**src/rtl/xlat_pkg.sv**
```systemverilog
package xlat_pkg;

  typedef enum logic [1:0] {
    ACC_READ  = 2'd0,
    ACC_WRITE = 2'd1,
    ACC_EXEC  = 2'd2,
    ACC_RSVD  = 2'd3
  } acc_e;

  localparam int PERM_R = 0;
  localparam int PERM_W = 1;
  localparam int PERM_X = 2;
  localparam int PERM_BITS = 3;

  // Is an access of this type allowed by the permission bits?
  function automatic logic perm_ok(input logic [PERM_BITS-1:0] perm, input acc_e acc);
    logic ok;
    case (acc)
      ACC_READ:  ok = perm[PERM_R];
      ACC_WRITE: ok = perm[PERM_W];
      ACC_EXEC:  ok = perm[PERM_X];
      default:   ok = 1'b0;
    endcase
    return ok;
  endfunction

endpackage

```
**src/rtl/xlat_match.sv**
```systemverilog
module xlat_match #(
  parameter int ENTRIES = 8,
  parameter int VPN_W   = 20
) (
  input  logic [ENTRIES-1:0]            valid,
  input  logic [ENTRIES-1:0][VPN_W-1:0] tags,
  input  logic [VPN_W-1:0]              key,
  output logic [ENTRIES-1:0]            hit
);

  // one comparator per slot, all evaluated in parallel
  for (genvar i = 0; i < ENTRIES; i++) begin : g_cmp
    assign hit[i] = valid[i] && (tags[i] == key);
  end

endmodule

```
**src/rtl/xlat_lfsr.sv**
```systemverilog
module xlat_lfsr #(
  parameter int              W    = 8,
  parameter logic [W-1:0]    TAPS = 8'hB8
) (
  input  logic         clk,
  input  logic         rst_n,
  output logic [W-1:0] state
);

  always_ff @(posedge clk) begin
    if (!rst_n) begin
      state <= {{(W-1){1'b0}}, 1'b1};
    end else if (state[0]) begin
      state <= (state >> 1) ^ TAPS;
    end else begin
      state <= state >> 1;
    end
  end


  lfsr_nonzero_chk: assert property (@(posedge clk) disable iff (!rst_n)
    state != '0);

endmodule

```
**src/rtl/xlat_victim.sv**
```systemverilog
module xlat_victim #(
  parameter int ENTRIES = 8,
  parameter int RND_W   = 8,
  localparam int IDX_W  = (ENTRIES > 1) ? $clog2(ENTRIES) : 1
) (
  input  logic               clk,
  input  logic               rst_n,
  input  logic               en,
  input  logic [ENTRIES-1:0] match,
  input  logic [ENTRIES-1:0] valid,
  input  logic [RND_W-1:0]   rnd,
  output logic [IDX_W-1:0]   idx
);

  logic [IDX_W-1:0] match_idx, free_idx, rnd_idx;
  logic             any_match, any_free;

  always_comb begin
    match_idx = '0;
    any_match = 1'b0;
    for (int i = ENTRIES - 1; i >= 0; i--) begin
      if (match[i]) begin
        match_idx = IDX_W'(i);
        any_match = 1'b1;
      end
    end
  end

  always_comb begin
    free_idx = '0;
    any_free = 1'b0;
    for (int i = ENTRIES - 1; i >= 0; i--) begin
      if (!valid[i]) begin
        free_idx = IDX_W'(i);
        any_free = 1'b1;
      end
    end
  end

  assign rnd_idx = IDX_W'(32'(rnd) % ENTRIES);

  always_comb begin
    if (any_match)     idx = match_idx;
    else if (any_free) idx = free_idx;
    else               idx = rnd_idx;
  end


  victim_free_chk: assert property (@(posedge clk) disable iff (!rst_n)
    (en && !(|match) && !(&valid)) |-> !valid[idx]);


  victim_range_chk: assert property (@(posedge clk) disable iff (!rst_n)
    en |-> (32'(idx) < ENTRIES));

endmodule

```
**src/rtl/xlat_buf.sv**
```systemverilog
module xlat_buf #(
  parameter int ENTRIES = 8,
  parameter int VPN_W   = 20,
  parameter int PFN_W   = 20,
  parameter int RND_W   = 8
) (
  input  logic             clk,
  input  logic             rst_n,
  input  logic             req_valid,
  output logic             req_ready,
  input  logic [VPN_W-1:0] req_vpn,
  input  logic [1:0]       req_acc,
  output logic             rsp_valid,
  output logic             rsp_hit,
  output logic             rsp_miss,
  output logic             rsp_fault,
  output logic [PFN_W-1:0] rsp_pfn,
  output logic             rsp_ref,
  output logic             rsp_mod,
  input  logic             fill_valid,
  input  logic [VPN_W-1:0] fill_vpn,
  input  logic [PFN_W-1:0] fill_pfn,
  input  logic [2:0]       fill_perm,
  input  logic             inv_all,
  input  logic             inv_one,
  input  logic [VPN_W-1:0] inv_vpn
);
  import xlat_pkg::*;

  localparam int IDX_W = (ENTRIES > 1) ? $clog2(ENTRIES) : 1;

  // slot storage
  logic [ENTRIES-1:0]                valid_q, ref_q, mod_q;
  logic [ENTRIES-1:0]                valid_d, ref_d, mod_d;
  logic [ENTRIES-1:0][VPN_W-1:0]     tag_q;
  logic [ENTRIES-1:0][PFN_W-1:0]     pfn_q;
  logic [ENTRIES-1:0][PERM_BITS-1:0] perm_q;

  logic [ENTRIES-1:0] lk_vec, fl_vec, iv_vec;
  logic [IDX_W-1:0]   lk_idx, fl_idx;
  logic [RND_W-1:0]   rnd;
  logic               accept, lk_any, lk_ok, lk_hit, lk_fault;
  acc_e               acc;

  assign req_ready = !fill_valid;
  assign accept    = req_valid && req_ready;
  assign acc       = acc_e'(req_acc);

  xlat_match #(.ENTRIES(ENTRIES), .VPN_W(VPN_W)) u_lk_match (
    .valid(valid_q), .tags(tag_q), .key(req_vpn), .hit(lk_vec));

  xlat_match #(.ENTRIES(ENTRIES), .VPN_W(VPN_W)) u_fl_match (
    .valid(valid_q), .tags(tag_q), .key(fill_vpn), .hit(fl_vec));

  xlat_match #(.ENTRIES(ENTRIES), .VPN_W(VPN_W)) u_iv_match (
    .valid(valid_q), .tags(tag_q), .key(inv_vpn), .hit(iv_vec));

  xlat_lfsr #(.W(RND_W), .TAPS(RND_W'(8'hB8))) u_lfsr (
    .clk(clk), .rst_n(rst_n), .state(rnd));

  xlat_victim #(.ENTRIES(ENTRIES), .RND_W(RND_W)) u_victim (
    .clk(clk), .rst_n(rst_n), .en(fill_valid),
    .match(fl_vec), .valid(valid_q), .rnd(rnd), .idx(fl_idx));

  // encode the (at most one) matching slot of the lookup
  always_comb begin
    lk_idx = '0;
    for (int i = 0; i < ENTRIES; i++) begin
      if (lk_vec[i]) lk_idx = IDX_W'(i);
    end
  end

  assign lk_any   = |lk_vec;
  assign lk_ok    = perm_ok(perm_q[lk_idx], acc);
  assign lk_hit   = lk_any && lk_ok;
  assign lk_fault = lk_any && !lk_ok;

  // next state of the per-slot flags
  always_comb begin
    valid_d = valid_q;
    ref_d   = ref_q;
    mod_d   = mod_q;
    if (accept && lk_hit) begin
      ref_d[lk_idx] = 1'b1;
      if (acc == ACC_WRITE) mod_d[lk_idx] = 1'b1;
    end
    if (inv_all) begin
      valid_d = '0;
    end else if (inv_one) begin
      valid_d = valid_d & ~iv_vec;
    end
    if (fill_valid) begin
      valid_d[fl_idx] = 1'b1;
      ref_d[fl_idx]   = 1'b0;
      mod_d[fl_idx]   = 1'b0;
    end
  end

  always_ff @(posedge clk) begin
    if (!rst_n) begin
      valid_q <= '0;
      ref_q   <= '0;
      mod_q   <= '0;
    end else begin
      valid_q <= valid_d;
      ref_q   <= ref_d;
      mod_q   <= mod_d;
    end
  end

  always_ff @(posedge clk) begin
    if (!rst_n) begin
      tag_q  <= '0;
      pfn_q  <= '0;
      perm_q <= '0;
    end else if (fill_valid) begin
      tag_q[fl_idx]  <= fill_vpn;
      pfn_q[fl_idx]  <= fill_pfn;
      perm_q[fl_idx] <= fill_perm;
    end
  end

  // registered response, one cycle after acceptance
  always_ff @(posedge clk) begin
    if (!rst_n) begin
      rsp_valid <= 1'b0;
      rsp_hit   <= 1'b0;
      rsp_miss  <= 1'b0;
      rsp_fault <= 1'b0;
      rsp_pfn   <= '0;
      rsp_ref   <= 1'b0;
      rsp_mod   <= 1'b0;
    end else begin
      rsp_valid <= accept;
      rsp_hit   <= accept && lk_hit;
      rsp_miss  <= accept && !lk_any;
      rsp_fault <= accept && lk_fault;
      rsp_pfn   <= (accept && lk_hit) ? pfn_q[lk_idx] : '0;
      rsp_ref   <= accept && lk_any && ref_d[lk_idx];
      rsp_mod   <= accept && lk_any && mod_d[lk_idx];
    end
  end


  rsp_timing_chk: assert property (@(posedge clk) disable iff (!rst_n)
    rsp_valid |-> $past(req_valid && !fill_valid));


  rsp_onehot_chk: assert property (@(posedge clk) disable iff (!rst_n)
    rsp_valid |-> ($countones({rsp_hit, rsp_miss, rsp_fault}) == 1));


  no_dup_page_chk: assert property (@(posedge clk) disable iff (!rst_n)
    $onehot0(lk_vec));


  flush_all_chk: assert property (@(posedge clk) disable iff (!rst_n)
    (inv_all && !fill_valid) |=> (valid_q == '0));


  write_sets_mod_chk: assert property (@(posedge clk) disable iff (!rst_n)
    (accept && lk_hit && acc == ACC_WRITE) |=> (rsp_hit && rsp_ref && rsp_mod));


  fault_no_pfn_chk: assert property (@(posedge clk) disable iff (!rst_n)
    rsp_fault |-> (rsp_pfn == '0 && !rsp_hit));

endmodule

```
**config.mk**
```make
export PLATFORM = sky130hd
export DESIGN_NAME = xlat_buf
export DESIGN_NICKNAME = d
export VERILOG_FILES = /design/src/rtl/xlat_pkg.sv /design/src/rtl/xlat_match.sv /design/src/rtl/xlat_lfsr.sv /design/src/rtl/xlat_victim.sv /design/src/rtl/xlat_buf.sv
export SDC_FILE = /design/constraint.sdc
export NUM_CORES = 2
export LEC_CHECK = 0
export BUFFER_PORTS_ARGS = -buffer_cell sky130_fd_sc_hd__buf_2
export CORE_MARGIN = 2
export CORE_UTILIZATION = 31
export CTS_BUF_LIST = sky130_fd_sc_hd__clkbuf_4
export DETAILED_ROUTE_END_ITERATION = 8
export GPL_TIMING_DRIVEN = 0
export MAX_ROUTING_LAYER = met4
export PLACE_DENSITY_LB_ADDON = 0.1
export SYNTH_ARGS = -nofsm -noshare
export SYNTH_HDL_FRONTEND = slang
export SYNTH_SLANG_ARGS = --single-unit
```
**constraint.sdc**
```tcl
create_clock -name clk -period 5.1 [get_ports clk]
set_clock_uncertainty 0.15 [all_clocks]
set_input_delay 1.02 -clock clk [delete_from_list [all_inputs] [get_ports clk]]
set_output_delay 1.02 -clock clk [all_outputs]
set_load 0.02 [all_outputs]
```
==> results summary <==
The flow ran to the end, but the final reports show violations. The checks that failed: negative setup slack. The total number of clock tree sinks came out at roughly 400.

The number of cells produced by synthesis came out at around 2500. By area the synthesized netlist is led by dfxtp_1 35%, mux2i_1 18%, xnor2_1 13%. The initial core utilization is 0.312. Before CTS, the worst setup slack after placement is -1.70 ns. The number of remaining DRC errors is 0. The count of H-tree levels built during CTS is 3. The maximum root-to-sink buffer count came out at 3. The total of fill cells in the finished design is 7794. Of all cell types, the one taking the most synthesized area is dfxtp_1. The congestion estimate from routability-driven global placement came to 0.963. The CTS buffer count is 119. The total vias in the final route came out at 19600.

The flip-flop and latch count after synthesis came out at between 400 and 500. The number of setup buffers added after CTS came out at 0. Setup violations remaining at the end of the flow were counted as 2. The area overhead of the layout relative to synthesis is 12.5%. The number of hold violations in the final report was 0. The slew of the pin with the lowest slew margin came out at 1.44 ns. The clock latency of the later-clocked register in the worst-skew pair came out at just under 1 ns.

The setup TNS came out at -0.00784 ns. Using the TritonRoute via totals, the vias-per-cell ratio works out to between 5 and 6. The final worst setup slack came out at -0.00515 ns. The highest net fanout along the worst path is 10. After global routing the overflow that remains totals 0. Setup repair after global routing left no endpoint under its margin. The fraction of the yosys area taken by sequential cells came out at 0.347. The count of distinct cell types in the synthesized netlist is a little under 70. Of the total power, the clock network draws 0.432. The count of buffer and inverter cells on the critical path came out at 4. The DRC marker count from the first detailed-route iteration is roughly 1700. Entering global routing, the biggest net connects 22 pins. The number of buffer cells added on primary ports is 33. On the worst path, the slowest cell contributes a delay of about 0.74 ns. In this run, synthesis inferred 0 flip-flops with an integrated enable. The half-perimeter wire length after detailed placement is approximately 73000 um. Each instance of the synthesized netlist takes up on average ~9.4 um^2.

The number of max-slew violations in the final report is 0. The site row count is 100. The total routed wirelength came out at 105000 um. Ranked by instance count, the synthesized netlist is headed by 422 x mux2i_1, 402 x dfxtp_1, 347 x nor2b_1. The most used flip-flop cell after synthesis is dfxtp_1. Data on the critical path is required at its endpoint by about 5.7 ns. The worst register-to-register path begins at tag_q[109]. The final cell area excluding filler cells came out at around 26000 um^2. The worst-case IR drop observed on VDD is about 0.00018 V. For this run, asynchronously set or reset flops after synthesis account for 0. The sequential share of power came out at 0.447. The number of max-cap violations is 0. Of the total power, the share spent switching nets is 0.300. The cell sitting at the root of the clock tree is a clkbuf_4. For this run, the top clock speed supported by timing is between 0.15 and 0.2 GHz. In this run the power density over the cells is between 200 and 300 nW/um^2. The count of boundary I/O pins came out at between 100 and 150. The worst endpoint data arrival time is roughly 5.7 ns. The number of antenna violations at the first check in global routing is 5. The area fraction of the dominant cell type after synthesis came out at 0.347. mux2i_1 is the most common cell in the netlist. Traced cell by cell, the critical path runs through buf_2 > buf_2 > xnor2_1 > nand4_1 > nor4_1 > nand4_1 > and2_1 > a21oi_1 > nor2_1 > nand4_1 > clkbuf_1 > buf_2 > mux2i_1 > nor2b_1.

The worst setup path is launched from an input port. The worst setup path is captured at a flop. The first global-routing pass estimated between 100000 and 150000 um of wire. The number of global-route vias before repair came out at approximately 19000. The cell-internal power came out at between 5 and 6 mW. The part of the power in combinational logic came out at 0.121. The clock transition time at the flip-flop clock pins of the worst setup and hold paths is 0.06 ns. The number of iterations in the first detailed-routing pass came out at 5. The fraction of final layout cells sized beyond drive strength 1 is 0.125. The die outline area came out at between 70000 and 80000 um^2. The minimum clock period after layout came out at 5.11 ns. In this run the remaining antenna-violating nets after routing total 0. The critical path is of the input port to flop type. The area inside the core boundary came out at ~74000 um^2. The TritonCTS clock tree is yes. The post-route non-filler standard cell count came out at between 3000 and 4000. The area after detailed placement is about 25000 um^2. The mean routed wirelength per cell came out at about 29 um.

The number of cells on the worst reg-to-reg path is 12. The total nets after synthesis came out at about 2600. The total area of sequential cells is between 8000 and 9000 um^2.

The count of synthesis-stage warnings from yosys came out at 0. The die outline height came out at around 280 um. The die boundary width is approximately 280 um.

The cell family with the largest share of critical-path delay is buffers and inverters. The share of the cycle needed by the critical path after routing came out at 1.00. The total net switching power is between 2 and 2.5 mW. The mapped cell area came out at around 23000 um^2. In this run, placement finished with an instance count of 3483. The leakage power of the design came out at about 10 nW. The worst hold path begins at u_lfsr.state[7]. In this run the worst hold path is classified as flop to flop. The critical-path cell with the highest stage delay is clkbuf_1.

The worst register-to-register path has a setup slack of about 0.41 ns. The number of nets at the end of the flow is 2717. The worst hold path endpoint is u_lfsr.state[6]. The max-slew headroom at the worst pin came out at 0.0430.

The reg-to-reg endpoint is tag_q[120]. The global-route usage over all layers came out at 0.275. Along the worst hold path, the cell count comes to 1.

The area used by multi-input combinational logic came out at 14200 um^2.
[per-layer routing]
| metal | vias to the layer above | GRT usage | routed length [um] |
|---|---|---|---|
| met1 | 9685 | 0.368 | 48300 |
| met5 | - | - | 0 |
| met4 | 0 | 0.118 | 4580 |
| met2 | 837 | 0.404 | 45200 |
| li1 | 8841 | - | - |
| met3 | 239 | 0.0490 | 7050 |
[flip-flops by register name (all words and copies together), names as in the netlist]
name / count
rsp_ref: 1
tag_q: 160
ref_q: 8
mod_q: 8
rsp_miss: 1
u_lfsr.state: 8
rsp_hit: 1
pfn_q: 160
rsp_valid: 1
rsp_mod: 1
rsp_pfn: 20
valid_q: 8
perm_q: 24
rsp_fault: 1
[stage by stage]
stage               utilization  power (mW)  hold slack, ns
global route              0.351        7.54           0.305
detailed placement        0.331        4.17           0.277
finish                    0.351        7.25           0.287
global placement          0.331        4.17           0.268
CTS                       0.351        7.32           0.260
floorplan                     -        3.84           0.261
[layout by cell type (no fill, tap or decap), types with 16 or more instances in the layout]
| cell | n |
|---|---|
| nand3_1 | 46 |
| inv_1 | 16 |
| mux2i_1 | 422 |
| clkinv_1 | 21 |
| xnor2_1 | 342 |
| buf_2 | 113 |
| dfxtp_1 | 402 |
| nand2_1 | 44 |
| nor2b_1 | 347 |
| xor2_1 | 143 |
| a21oi_1 | 17 |
| o22ai_1 | 21 |
| nand4_1 | 119 |
| clkbuf_1 | 95 |
| nor3_1 | 33 |
| nor2_1 | 98 |
| clkbuf_4 | 170 |
| nor4_1 | 57 |
[timing repair]
action                     in CTS  in global routing
gates resized for setup        10                  5
setup endpoints to repair     109                 42
hold buffers                    0                  0
[logic make-up (layout without fill, tap and decap cells)]
kind of cell           Yosys count  count (layout)  share of synthesized area
AO/OA/AOI/OAI                  110             110                     0.0364
XOR/XNOR                       485             485                      0.183
multiplexers                   423             423                      0.182
flip-flops                     402             402                      0.347
buffers and inverters          225             451                     0.0418
AND/OR/NAND/NOR                833             833                      0.210
other                            0               5                          0
[power groups by stage]
| stage | clock, mW | sequential (mW) | combinational (mW) |
|---|---|---|---|
| after floorplan | 0 | 3.29 | 0.551 |
| after global placement | 0 | 3.31 | 0.861 |
| after detailed placement | 0 | 3.31 | 0.863 |
| after CTS | 3.22 | 3.24 | 0.860 |
| after global routing | 3.39 | 3.24 | 0.911 |
| final | 3.13 | 3.24 | 0.874 |
[area by class of cell]
type	instances	share of cell area
diodes	5	0.000479
plain buffers	200	0.0343
clock buffers	170	0.0489
clock inverters	29	0.00762
inverters	16	0.00230
multi-input cells	1851	0.544
flip-flops and latches	402	0.308
well taps	969	0.0464
repair buffers	36	0.00767
[how the worst max path moves through the flow]
| stage | start | to | slack, ns | cells after the start |
|---|---|---|---|---|
| after floorplan | req_vpn[13] | ref_q[2] | 0.92 | 12 |
| after detailed placement | fill_vpn[18] | pfn_q[55] | -1.70 | 13 |
| after CTS | fill_vpn[14] | tag_q[95] | 0.09 | 13 |
| after global placement | fill_vpn[1] | pfn_q[53] | -1.72 | 14 |
| final | fill_vpn[10] | tag_q[120] | -0.005 | 14 |
| after global routing | fill_vpn[11] | perm_q[11] | 0.01 | 14 |
(Power assumes the default switching activity.)
